**config.mk**
```make
export PLATFORM = sky130hd
export DESIGN_NAME = dual_presc_timer
export DESIGN_NICKNAME = d
export VERILOG_FILES = /design/src/rtl/tmr_pkg.sv /design/src/rtl/tmr_prescaler.sv /design/src/rtl/tmr_counter.sv /design/src/rtl/tmr_srst.sv /design/src/rtl/dual_presc_timer.sv
export SDC_FILE = /design/constraint.sdc
export NUM_CORES = 1
export LEC_CHECK = 0
export BUFFER_PORTS_ARGS = -buffer_cell sky130_fd_sc_hd__buf_2
export CAP_MARGIN = 20
export CORE_MARGIN = 2
export CORE_UTILIZATION = 45
export DETAILED_ROUTE_END_ITERATION = 10
export PLACE_DENSITY = 0.67
export SLEW_MARGIN = 20
export SYNTH_ARGS = -nofsm -noshare
export SYNTH_HDL_FRONTEND = slang
export SYNTH_SLANG_ARGS = --single-unit
```
**constraint.sdc**
```tcl
create_clock -name clk_i -period 7.5 [get_ports clk_i]
set_input_delay 2.25 -clock clk_i [delete_from_list [all_inputs] [get_ports clk_i]]
set_output_delay 2.25 -clock clk_i [all_outputs]
set_load 0.01 [all_outputs]
```
**src/rtl/tmr_pkg.sv**
```systemverilog
package tmr_pkg;
  localparam int unsigned NUM_CMP = 3;

  typedef enum logic [3:0] {
    A_CTRL  = 4'd0,
    A_PRESC = 4'd1,
    A_STAT  = 4'd2,
    A_IRQEN = 4'd3,
    A_CMP0  = 4'd4,
    A_CMP1  = 4'd5,
    A_CMP2  = 4'd6,
    A_CAP0  = 4'd7,
    A_CAP1  = 4'd8,
    A_COUNT = 4'd9
  } reg_addr_e;

  localparam int unsigned CTRL_EN   = 0;
  localparam int unsigned CTRL_SRC  = 6;
  localparam int unsigned CTRL_FREE = 9;
  localparam int unsigned CTRL_OSC  = 10;
  localparam int unsigned CTRL_SRST = 15;

  localparam logic [2:0]  SRC_PERIPH = 3'd1;
  localparam logic [2:0]  SRC_OSC    = 3'd5;
  localparam logic [31:0] CTRL_WMASK = 32'h0000_07C1;
endpackage

```
**src/rtl/tmr_prescaler.sv**
```systemverilog
module tmr_prescaler #(
  parameter int unsigned W = 12
) (
  input  logic         clk_i,
  input  logic         rst_ni,
  input  logic         clr_i,
  input  logic         tick_i,
  input  logic [W-1:0] limit_i,
  output logic         tc_o
);
  logic [W-1:0] cnt_q;
  logic         at_lim;

  // >= keeps the stage bounded if the limit is lowered mid-count
  assign at_lim = (cnt_q >= limit_i);
  assign tc_o   = tick_i & at_lim;

  always_ff @(posedge clk_i or negedge rst_ni) begin
    if (!rst_ni)     cnt_q <= '0;
    else if (clr_i)  cnt_q <= '0;
    else if (tick_i) cnt_q <= at_lim ? '0 : cnt_q + W'(1);
  end

  // a terminal count restarts the stage
  a_r4_tc_restarts: assert property (@(posedge clk_i) disable iff (!rst_ni)
    (tc_o && !clr_i) |=> (cnt_q == '0));
  // no input tick, no movement
  a_r4_idle_hold: assert property (@(posedge clk_i) disable iff (!rst_ni)
    (!tick_i && !clr_i) |=> $stable(cnt_q));
endmodule

```
**src/rtl/tmr_counter.sv**
```systemverilog
module tmr_counter #(
  parameter int unsigned CNT_W = 32,
  parameter int unsigned NCMP  = 3
) (
  input  logic                  clk_i,
  input  logic                  rst_ni,
  input  logic                  clr_i,
  input  logic                  adv_i,
  input  logic                  free_i,
  input  logic [NCMP-1:0][31:0] cmp_i,
  output logic [CNT_W-1:0]      count_o,
  output logic [NCMP-1:0]       hit_o
);
  logic [CNT_W-1:0] cnt_q;
  logic [CNT_W-1:0] cnt_nxt;
  logic             at_top;

  assign at_top  = (32'(cnt_q) == cmp_i[0]);
  assign cnt_nxt = (!free_i && at_top) ? '0 : cnt_q + CNT_W'(1);

  always_ff @(posedge clk_i or negedge rst_ni) begin
    if (!rst_ni)    cnt_q <= '0;
    else if (clr_i) cnt_q <= '0;
    else if (adv_i) cnt_q <= cnt_nxt;
  end

  // flag on the advance that lands on the compare value
  for (genvar n = 0; n < NCMP; n++) begin : g_hit
    assign hit_o[n] = adv_i & ~clr_i & (32'(cnt_nxt) == cmp_i[n]);
  end

  assign count_o = cnt_q;

  a_r6_wrap: assert property (@(posedge clk_i) disable iff (!rst_ni)
    (adv_i && !clr_i && free_i && cnt_q == '1) |=> (cnt_q == '0));
  a_r7_restart: assert property (@(posedge clk_i) disable iff (!rst_ni)
    (adv_i && !clr_i && !free_i && 32'(cnt_q) == cmp_i[0]) |=> (cnt_q == '0));
  a_r3_hold: assert property (@(posedge clk_i) disable iff (!rst_ni)
    (!adv_i && !clr_i) |=> $stable(cnt_q));
endmodule

```
**src/rtl/tmr_srst.sv**
```systemverilog
module tmr_srst #(
  parameter int unsigned CYC = 4
) (
  input  logic clk_i,
  input  logic rst_ni,
  input  logic start_i,
  output logic busy_o
);
  localparam int unsigned CW = $clog2(CYC + 1);

  logic [CW-1:0] cnt_q;
  logic          busy_q;

  always_ff @(posedge clk_i or negedge rst_ni) begin
    if (!rst_ni) begin
      busy_q <= 1'b0;
      cnt_q  <= '0;
    end else if (start_i && !busy_q) begin
      busy_q <= 1'b1;
      cnt_q  <= CW'(CYC - 1);
    end else if (busy_q) begin
      if (cnt_q == '0) busy_q <= 1'b0;
      else             cnt_q  <= cnt_q - CW'(1);
    end
  end

  assign busy_o = busy_q;

  a_r10_ends_at_zero: assert property (@(posedge clk_i) disable iff (!rst_ni)
    $fell(busy_q) |-> ($past(cnt_q) == '0));
  a_r10_no_restart: assert property (@(posedge clk_i) disable iff (!rst_ni)
    busy_q |-> !start_i);
endmodule

```
**src/rtl/dual_presc_timer.sv**
```systemverilog
module dual_presc_timer
  import tmr_pkg::*;
#(
  parameter int unsigned CNT_W     = 32,
  parameter int unsigned MAIN_PS_W = 12,
  parameter int unsigned OSC_PS_W  = 4,
  parameter int unsigned SRST_CYC  = 4
) (
  input  logic        clk_i,
  input  logic        rst_ni,
  input  logic        req_i,
  input  logic        we_i,
  input  logic [3:0]  addr_i,
  input  logic [31:0] wdata_i,
  output logic [31:0] rdata_o,
  input  logic        osc_tick_i,
  output logic        irq_o
);
  localparam int unsigned PS_W = MAIN_PS_W + OSC_PS_W;

  logic                     busy, clr, wr, srst_start;
  logic [31:0]              ctrl_q;
  logic [PS_W-1:0]          presc_q;
  logic [NUM_CMP-1:0]       stat_q, irq_en_q, hit, w1c;
  logic [NUM_CMP-1:0][31:0] cmp_q;
  logic [CNT_W-1:0]         count;
  logic [2:0]               src;
  logic                     use_per, use_osc, osc_in, osc_tc, main_in, adv;

  assign wr         = req_i & we_i & ~busy;
  assign srst_start = wr && (addr_i == A_CTRL) && wdata_i[CTRL_SRST];
  assign clr        = srst_start | busy;
  assign w1c        = (wr && addr_i == A_STAT) ? wdata_i[NUM_CMP-1:0] : '0;

  always_ff @(posedge clk_i or negedge rst_ni) begin
    if (!rst_ni) begin
      ctrl_q   <= '0;
      presc_q  <= '0;
      irq_en_q <= '0;
      stat_q   <= '0;
      cmp_q    <= '0;
    end else if (clr) begin
      ctrl_q   <= '0;
      presc_q  <= '0;
      irq_en_q <= '0;
      stat_q   <= '0;
      cmp_q    <= '0;
    end else begin
      stat_q <= (stat_q & ~w1c) | hit;
      if (wr && addr_i == A_CTRL)  ctrl_q   <= wdata_i & CTRL_WMASK;
      if (wr && addr_i == A_PRESC) presc_q  <= wdata_i[PS_W-1:0];
      if (wr && addr_i == A_IRQEN) irq_en_q <= wdata_i[NUM_CMP-1:0];
      for (int n = 0; n < NUM_CMP; n++) begin
        if (wr && addr_i == 4'(A_CMP0 + n)) cmp_q[n] <= wdata_i;
      end
    end
  end

  // clock-enable path selection
  assign src     = ctrl_q[CTRL_SRC +: 3];
  assign use_per = ctrl_q[CTRL_EN] && (src == SRC_PERIPH);
  assign use_osc = ctrl_q[CTRL_EN] && ctrl_q[CTRL_OSC] && (src == SRC_OSC);
  assign osc_in  = use_osc & osc_tick_i;
  assign main_in = use_per | osc_tc;

  tmr_prescaler #(.W(OSC_PS_W)) i_osc_ps (
    .clk_i   (clk_i),
    .rst_ni  (rst_ni),
    .clr_i   (clr),
    .tick_i  (osc_in),
    .limit_i (presc_q[MAIN_PS_W +: OSC_PS_W]),
    .tc_o    (osc_tc)
  );

  tmr_prescaler #(.W(MAIN_PS_W)) i_main_ps (
    .clk_i   (clk_i),
    .rst_ni  (rst_ni),
    .clr_i   (clr),
    .tick_i  (main_in),
    .limit_i (presc_q[MAIN_PS_W-1:0]),
    .tc_o    (adv)
  );

  tmr_counter #(.CNT_W(CNT_W), .NCMP(NUM_CMP)) i_cnt (
    .clk_i   (clk_i),
    .rst_ni  (rst_ni),
    .clr_i   (clr),
    .adv_i   (adv),
    .free_i  (ctrl_q[CTRL_FREE]),
    .cmp_i   (cmp_q),
    .count_o (count),
    .hit_o   (hit)
  );

  tmr_srst #(.CYC(SRST_CYC)) i_srst (
    .clk_i   (clk_i),
    .rst_ni  (rst_ni),
    .start_i (srst_start),
    .busy_o  (busy)
  );

  always_comb begin
    case (addr_i)
      A_CTRL:  rdata_o = ctrl_q | (32'(busy) << CTRL_SRST);
      A_PRESC: rdata_o = 32'(presc_q);
      A_STAT:  rdata_o = 32'(stat_q);
      A_IRQEN: rdata_o = 32'(irq_en_q);
      A_CMP0:  rdata_o = cmp_q[0];
      A_CMP1:  rdata_o = cmp_q[1];
      A_CMP2:  rdata_o = cmp_q[2];
      A_COUNT: rdata_o = 32'(count);
      default: rdata_o = '0;
    endcase
  end

  assign irq_o = |(stat_q & irq_en_q);

  a_r10_held_clear: assert property (@(posedge clk_i) disable iff (!rst_ni)
    busy |=> (count == '0 && presc_q == '0 && stat_q == '0));
  a_r8_w1c: assert property (@(posedge clk_i) disable iff (!rst_ni)
    (wr && addr_i == A_STAT && wdata_i[0] && !hit[0]) |=> !stat_q[0]);
  a_r9_irq_needs_flag: assert property (@(posedge clk_i) disable iff (!rst_ni)
    irq_o |-> (stat_q != '0));
  a_r5_osc_gated: assert property (@(posedge clk_i) disable iff (!rst_ni)
    osc_tc |-> (ctrl_q[CTRL_OSC] && osc_tick_i));
endmodule

```
* Yosys cells after proc, flatten, opt, wreduce, memory -nomap -nowiden *
Index checks and enable logic that the tools add are counted.

storage, ports and cells
  flip-flop bits (word level) = 202
  bits of input ports = 41
  output and inout port bits = 33
  logic and storage cells = 107

cells by class
  add/sub/neg operators = 4
  order comparisons = 2
  equality and inequality tests = 14
  multiplexer cells = 28
  bitwise logic cells = 18
  reduce and logical (&&, ||, !) cells = 29

operators by type and width
  kind                                            count
  two-way mux 32 bit                              8
  one-hot mux 32 bit (8 select lines)             1
  == test 32 bit                                  4
  two-way mux 96 bit                              1
  two-way mux 12 bit                              3
  adder 32 x 1 -> 32 bit (second input constant)  1
  two-way mux 16 bit                              2
  bitwise OR 32 x 16 -> 32 bit                    1
  two-way mux 3 bit                               7
  nonzero test 2 bit                              10
  logical AND 1 bit                               13
  adder 12 x 1 -> 12 bit (second input constant)  1
  == test 4 x 3 -> 1 bit (second input constant)  3
  >= comparator 12 bit                            1
  two-way mux 4 bit                               3
  AND 1 bit                                       9
  == test 4 x 2 -> 1 bit (second input constant)  2
  AND 3 bit                                       2
  adder 4 x 1 -> 4 bit (second input constant)    1
  == test 4 x 1 -> 1 bit (second input constant)  1
  == test 4 bit (second input constant)           1
  >= comparator 4 bit                             1
  zero test 4 bit                                 1
  == test 3 x 1 -> 1 bit (second input constant)  1
  other kinds (12)                                17

* Depth between registers and ports, before layout *
Gate-level depths: netlist of run 1.

  word-level depth = 10
  mapped depth = 13
  gate-level depth less buffers = 11

* Modules after synthesis *
A second synthesis of run 1 with hierarchy kept.

unflattened totals
  cells, all modules = 1487
  area, all modules = 12557.0 um^2

by module, submodules not included
  module                      instances  cells each  area an instance (um^2)  seq. area each (um^2)
  dual_presc_timer            1          712         6347.3                   3103.0
  tmr_counter                 1          615         4715.8                   800.8
  tmr_prescaler at i_main_ps  1          106         940.9                    300.3
  tmr_prescaler at i_osc_ps   1          35          341.6                    100.1
  tmr_srst                    1          19          211.5                    100.1

* Worst setup path after synthesis of run 1 *
OpenSTA, ideal clock, no wires.

  path type = input to output
  start = input port addr_i[0]
  end = output port rdata_o[10]
  data arrival time = 3652 ps
  required time = 5250 ps
  path slack = 1598 ps
  cell stages on the path = 6
  buffers on the path = 2
  cells stage by stage = clkbuf_1 -> nand2b_1 -> nor3_1 -> clkbuf_1 -> a22oi_1 -> nand3_1

between the ends
  word-level cells in the longest chain between the ends = 2
  elaborated cells between the ends (all ways) = 9
  classes of those cells = 7 x eq/ne; 1 x mux; 1 x reduce/logical

RTL lines
  what                                         line                     text
  start: declaration                           dual_presc_timer.sv:13   input logic [3:0] addr_i,
  == test 4 bit, or another cell as far along  dual_presc_timer.sv:103  case (addr_i)
  one-hot mux 32 bit (8 select lines) (*)      dual_presc_timer.sv:103
  end: declaration                             dual_presc_timer.sv:15   output logic [31:0] rdata_o,

Every way passes the cells marked *; elsewhere a longest branch is shown, timed or not.

* Final worst setup path of run 1 *
  start = input port addr_i[2]
  end = output port rdata_o[30]

Same word-level chain as after synthesis.

==> results of run 1 <==
-- layout make-up --
type	instances	area, sq um	share of cell area
clock inverter	13	179	0.0138
multi-input combinational	1147	6840	0.529
tap	335	419	0.0324
inverter	31	116	0.00900
clock buffer	18	429	0.0332
sequential	176	4400	0.341
timing repair buffer	95	537	0.0415
-- worst register-to-register path: cells and delay by family (launching register included) --
kind	cells	cell delay, ns
DFF	1	0.75
and+or+nand+nor	6	2.30
xor gates and xnor gates	1	0.60
AOI/OAI and AO/OA	2	0.48
-- metal layers --
metal	up-vias	track usage	share of wire
li1	5257	-	-
met1	5809	0.449	0.42
met2	741	0.473	0.44
met3	133	0.0610	0.098
met4	0	0.135	0.043
met5	-	0	0
-- cells in the mapped netlist (9+ instances only) --
master and n:
sky130_fd_sc_hd__ha_1 21, sky130_fd_sc_hd__buf_2 27, sky130_fd_sc_hd__nand3_1 53, sky130_fd_sc_hd__clkbuf_1 70, sky130_fd_sc_hd__inv_1 31, sky130_fd_sc_hd__dfrtp_1 176, sky130_fd_sc_hd__xnor2_1 41, sky130_fd_sc_hd__a21oi_1 142
sky130_fd_sc_hd__nor4_1 20, sky130_fd_sc_hd__a22oi_1 77, sky130_fd_sc_hd__o31ai_1 9, sky130_fd_sc_hd__nand2_1 325, sky130_fd_sc_hd__nor2_1 59, sky130_fd_sc_hd__xor2_1 46, sky130_fd_sc_hd__nand2b_1 11, sky130_fd_sc_hd__nor3_1 22
sky130_fd_sc_hd__nor2b_1 17, sky130_fd_sc_hd__o22ai_1 10, sky130_fd_sc_hd__o21ai_0 85, sky130_fd_sc_hd__nand4_1 33, sky130_fd_sc_hd__and3_1 17
-- cell families after synthesis --
kind of cell	Yosys count	share of synthesized area
simple gates	613	0.249
compound gates	414	0.226
flops	176	0.374
buf+inv	140	0.0521
xor+xnor	90	0.0694
fa+ha+maj	21	0.0223
mux	9	0.00787
-- state kept, by name, indices dropped and copies added, names as in the netlist, 4 cells and up --
signal           flops
cmp_q               96
ctrl_q               6
i_cnt.count_o       32
i_main_ps.cnt_q     12
i_osc_ps.cnt_q       4
presc_q             16
-- stage by stage --
stage               total power (uW)  area [sq um]   util
floorplan                       2020         11800      -
global placement                2410         12300  0.476
detailed placement              2420         12300  0.476
CTS                             3370         12900  0.500
global route                    3550         12900  0.500
finish                          3400         12900  0.500
-- cells in the final DEF, fill, tap and decap left out, drive strengths merged, types with 21 or more instances in the layout --
cell type | synthesis | final
nor2 | 60 | 60
a22oi | 77 | 77
nand2 | 325 | 325
dfrtp | 176 | 176
o21ai | 87 | 87
nor4 | 24 | 24
nor3 | 25 | 25
ha | 21 | 21
xnor2 | 43 | 43
a21oi | 143 | 143
nand4 | 35 | 35
inv | 31 | 35
nand3 | 55 | 55
xor2 | 46 | 46
buf | 38 | 95
-- worst max-delay path by stage --
stage	endpoint	from
after floorplan	rdata_o[10]	addr_i[0]
after global placement	rdata_o[30]	addr_i[2]
after detailed placement	rdata_o[30]	addr_i[2]
after CTS	rdata_o[30]	addr_i[2]
after global routing	rdata_o[23]	addr_i[2]
final	rdata_o[30]	addr_i[2]
-- report_power, final --
group	total (uW)	switching [uW]	internal (uW)	leakage, uW
clock	956	425	531	0.000287
combinational	953	555	399	0.00283
sequential	1490	365	1120	0.00238
==> results list, run 1 <==
- The number of hold-slack violations in the final timing report came to 0.
* H-Tree Level Count: 4
- Counting buffers and inverters, the worst setup path is 7 cells deep.
- Standard cell with the maximum stage delay on the critical path: sky130_fd_sc_hd__nor2_2
- Max_cap viols: 0
* Placement Rows: between 50 and 60
* Cell Count Post-Placement: ~1.8k
- In this run the tightest slew margin relative to its limit is 0.223.
- Ranked by total cell area, the synthesized netlist is headed by sky130_fd_sc_hd__dfrtp_1 (37%), sky130_fd_sc_hd__nand2_1 (10%), sky130_fd_sc_hd__a21oi_1 (6.0%).
- Setup violations remaining at the end of the flow were counted as 0.
- After detailed routing, the average wire length per cell comes to 24.2 microns.
* Total Negative Setup Slacks: 0 ns
- Setup repair after global routing left no endpoint under its margin.
- Clock tree skew after final layout: 0.0132 ns
- Along the worst hold path, the cell count comes to 2.
- Clk buf depth: 2
- Fmax: 0.150 GHz
* Overall fraction of global-route tracks in use: 0.316
* DRC violations left: 0
- The detailed router finished its first iteration with 1509 violations.
- Die Area: between 20000 and 30000 sq um
- Hold Path Sink: ctrl_q[7]
* Count of buffers inserted at the top-level ports: 73
- STA classifies the critical path endpoint as an output port.
- The share of synthesized area in the top cell type comes to 0.374.
- Kind of critical path: input port to output port
- Skew-Pair Late Insertion Delay: 0.44 ns
- Number of pins with negative max-slew slack in the final report: 0
* Dominant delay contributor by cell family on the critical path: simple AND/OR/NAND/NOR gates
* Synthesized netlist cell count: 1463
- Global routing finished with a remaining overflow of 0.
- The synthesized design spends more area on one cell type than any other, namely sky130_fd_sc_hd__dfrtp_1.
* Number of cells on the worst reg-to-reg path: 9
- Detail Route Antenna Nets: 0
- Non-filler cells, final: 1815
- Total of cells resized after clock tree synthesis: 0
* Post-detailed-route via-to-cell ratio: 6.58
* Most frequently used flop master after synthesis: sky130_fd_sc_hd__dfrtp_1
- Detailed Place HPWL: 31600 microns
* Cell area after synthesis: 11800 sq um
- Clock Pin Slew Worst Setup and Hold Paths: 0.07 ns
* Final worst-path cycle share: 0.886
- Walking the worst path, the cells encountered are buf_2 -> nand2b_1 -> nor2_2 -> buf_4 -> a22oi_1 -> nand2_1 -> buf_2.
* Min-Delay Path Class: flip-flop to flip-flop
- Final critical-path setup slack: ~0.85 ns
- Synthesis-stage register bit count: between 150 and 200
* Beginning of the worst register-to-register path: i_cnt.count_o[0]
* Post-synthesis sequential area ratio: 0.374
- The endpoint identified for the worst register-to-register timing path is stat_q[2].
* Area added between synthesis and finish: 9.78%
* Kind of launch point of the worst setup path: input port
- Core box area: 25800 sq um
- The clock net in this run drives a total of 176 sinks.
- At the worst endpoint, the required time is around 5.3 ns.
- Power spread over the standard cell area amounts to 263 nW/um^2.
- Reg2Reg Setup Slack: between 3 and 4 ns
- Detailed-route via count: between 10k and 15k
- Num CTS Buffers: 17
- Wire length of the first global-routing pass: 68000 microns
- For this run, the slowest stage of the critical path takes slightly below 0.9 ns.
* First-pass iteration count of the detailed router: 6
* Final nets: 1530
- Timing analysis after detailed placement gives a worst setup slack of a little over 1 ns.
- The number of global-route vias before repair was roughly 11k.
* X dimension of the die: 166 microns
* Post-synth EDFFs: 0
- Entering global routing, the biggest net connects 71 pins.
* Placer's final routability congestion estimate: between 1 and 1.5
* Clock period minus final worst setup slack: 6.65 ns
- Clock tree synthesis selected as its root buffer the cell sky130_fd_sc_hd__clkbuf_16.
- Unique cell type count in the Yosys netlist: 83
- For this design the top-level I/O count stands at 74.
- TritonCTS built the clock tree.
* Synth async-reset ratio: 1.00
- After clock tree synthesis, the flow added hold-fix buffers numbering 0.
- Slew @ Worst Pin: 1.16 ns
- Worst path buffer plus inverter count: 3
- Starting density of the core: 0.456
- Layout cells sized above 1: 0.115
- Counting the fill cells in the layout gives between 2k and 2.5k.
- The routed design has roughly 44000 microns of wire.
* Result of the run: finished, final reports clean
- Die Ht: 166 microns
* Critical path fanouts, max: 18
* Syn Area/Cell: 8.05 sq um
- The initial antenna violation count came to 0.
* Antenna Cells: 0
- Worst hold path startpoint: ctrl_q[7]
* P_leak: 0.00550 uW
* Count of synthesis-stage warnings from yosys: 0
- VDD sags by at most 134 uV.
- Cell seen most often among critical-path stages: sky130_fd_sc_hd__buf_2
- The number of nets in the synthesized netlist is 1525.
* Postcts setup bufs: 0
- For the worst setup path, the data arrival time is 4.40 ns.
- Worst hold slack across all endpoints: 0.514 ns
Note: power is estimated with default switching activity, not from simulation.
==> inputs of run 2 (changes only) <==
clock period = 8.6 ns   (was 7.5 ns; I/O delays follow)
==> run 2 against run 1 <==
Compared with the run above: final area decreased by 0.24%; total power is 13% lower; sequential power down 13%; clock-buffer cell count down 1; combinational power decreased by 12%; non-clock buffer count fell by 3; critical path depth is the same; setup slack better by 0.32 ns; clock power down 16%; largest power group unchanged.
==> results list, run 2 (synthesized netlist as in run 1, its figures left out) <==
* Result of the run: finished, final reports clean
- Most frequent cells in the layout: sky130_fd_sc_hd__nand2_1 (325), sky130_fd_sc_hd__dfrtp_1 (176), sky130_fd_sc_hd__a21oi_1 (141), sky130_fd_sc_hd__o21ai_0 (85), sky130_fd_sc_hd__a22oi_1 (77)
- STA puts the critical path data required time at 6.02 ns.
* Clock Sinks: 176
* X dimension of the die: 166 microns
- For this run, the post-layout net count is ~1.5k.
- Clock Pin Slew Worst Setup and Hold Paths: around 0.08 ns
- H-Tree Level Count: 4
- Post-CTS timing repair inserted 0 buffers for setup.
- Of the available clock period, the critical path in the final layout requires 0.864.
- Total of cells resized after clock tree synthesis: 0
* Unrepaired setup endpoints after global routing: no
- Overall fraction of global-route tracks in use: 0.320
- Clock tree from TritonCTS: built
* IO Pins: 74
- Quantity of hold-fixing buffers added after cts: 0
* Most common cell after layout, fill and taps aside: sky130_fd_sc_hd__nand2_1
* Reg2Reg Setup Slack: 4.37 ns
- The number of global-route vias before repair came to 11.1k.
* Number of flip-flops under the largest register name: 96
* Clock tree root buffer cell: sky130_fd_sc_hd__clkbuf_16
* Largest net degree at the start of global routing: 84
- Number of pins with negative max-slew slack in the final report: 0
- Worst hold path startpoint: ctrl_q[7]
* Placement Rows: 59
- Routed length per placed instance: 24.4 microns
- Critical path fanouts, max: 17
- Skew-Pair Late Insertion Delay: 0.45 ns
- The register with the most flip-flops in the final layout is cmp_q.
* Pwr per Cell Area: 228 nW/um^2
* Min-Delay Path Class: flip-flop to flip-flop
- Placer's final routability congestion estimate: 1.04
- Slew @ Worst Pin: 1.12 ns
* Detailed router's first-iteration violation count: roughly 1.4k
- For this run, the top clock speed supported by timing is 0.135 GHz.
- Total Negative Setup Slacks: 0 ns
- The startpoint identified for the worst register-to-register timing path is i_cnt.count_o[0].
- Relative slew slack: 0.251
- Area added between synthesis and finish: 9.51%
* Clock period minus final worst setup slack: 7.43 ns
- Wire length of the first global-routing pass: 68400 microns
- The worst hold path terminates at ctrl_q[7].
- At the worst endpoint, the arrival time is 4.85 ns.
- The die covers 27500 sq um.
- Total Power: around 2900 uW
* R2r endpoint: stat_q[1]
* Antenna Cells: 0
- After detailed routing, the total wire length is 44300 microns.
* Clk buf depth: 2
- The worst setup path is captured at an output port.
- Post-detailed-route via-to-cell ratio: 6.59
- Detailed Place HPWL: 31800 microns
* Total global routing overflow: 0
- Max IR drop VDD: 126 uV
* Max_cap viols: 0
- Clock tree skew after final layout: 0.0143 ns
- In this run the vertical extent of the chip is 166 microns.
* Number of instances on the worst hold path: 2
* Detailed-route via count: 11.9k
- Starting density of the core: 0.456
- In the routed design, unresolved DRC markers number 0.
- Hold timing on the final database bottoms out at a slack of 0.516 ns.
- Buffers inserted during clock tree synthesis total 17.
* Number of hold-slack violations in the final timing report: 0
* Kind of critical path: input port to output port
* Pre-CTS setup slack: about 1.3 ns
* Kind of launch point of the worst setup path: input port
- Endpoints failing setup: 0
- Core box area: between 20000 and 30000 sq um
- Count of buffers inserted at the top-level ports: between 70 and 80
- P_leak: 0.00549 uW
- Detail Route Antenna Nets: 0
* Layout cells sized above 1: 0.114
* Number of cells on the worst reg-to-reg path: 10
- First-pass iteration count of the detailed router: 7
* Antenna violations before repair: 1
- Final critical-path setup slack: roughly 1.2 ns
run 2: power by group:
| part | internal [uW] | switching, uW | leakage [uW] |
|---|---|---|---|
| combinational | 348 | 488 | 0.00281 |
| sequential | 981 | 321 | 0.00238 |
| clock | 415 | 392 | 0.000292 |
run 2: worst max path at each step:
stage | startpoint | to | slack [ns] | cells past startpoint
global placement | addr_i[1] | rdata_o[1] | 1.36 | 7
floorplan | addr_i[0] | rdata_o[10] | 2.04 | 6
CTS | addr_i[1] | rdata_o[1] | 1.30 | 7
global route | addr_i[0] | rdata_o[1] | 1.10 | 7
detailed placement | addr_i[1] | rdata_o[1] | 1.30 | 7
finish | addr_i[1] | rdata_o[1] | 1.17 | 7
run 2: layout make-up:
cell class	instances	area (sq um)
clock inverters	14	168
flip-flops and latches	176	4400
well taps	335	419
repair buffers	92	514
inverters	31	116
clock buffers	17	425
fillers	2542	12900
multi-input cells	1147	6840
run 2: critical path, stage by stage:
cell and delay, ns:
sky130_fd_sc_hd__buf_2 0.16, sky130_fd_sc_hd__nand2b_1 0.32, sky130_fd_sc_hd__nor3b_2 0.95, sky130_fd_sc_hd__buf_4 0.40, sky130_fd_sc_hd__a22oi_1 0.16, sky130_fd_sc_hd__nand3_1 0.12, sky130_fd_sc_hd__buf_2 0.14
run 2: per-layer routing:
layer  vias up  share of wire  track usage
met5         -              0            0
met4         0          0.037        0.119
met3       127           0.11       0.0591
met2       768           0.44        0.477
met1      5787           0.42        0.464
li1       5262              -            -
run 2: metrics by stage:
step,instances,instance area (sq um),utilization
floorplan,1463,11800,-
global placement,1781,12300,0.476
detailed placement,1781,12300,0.476
CTS,1812,12900,0.499
global route,1812,12900,0.499
finish,1812,12900,0.499
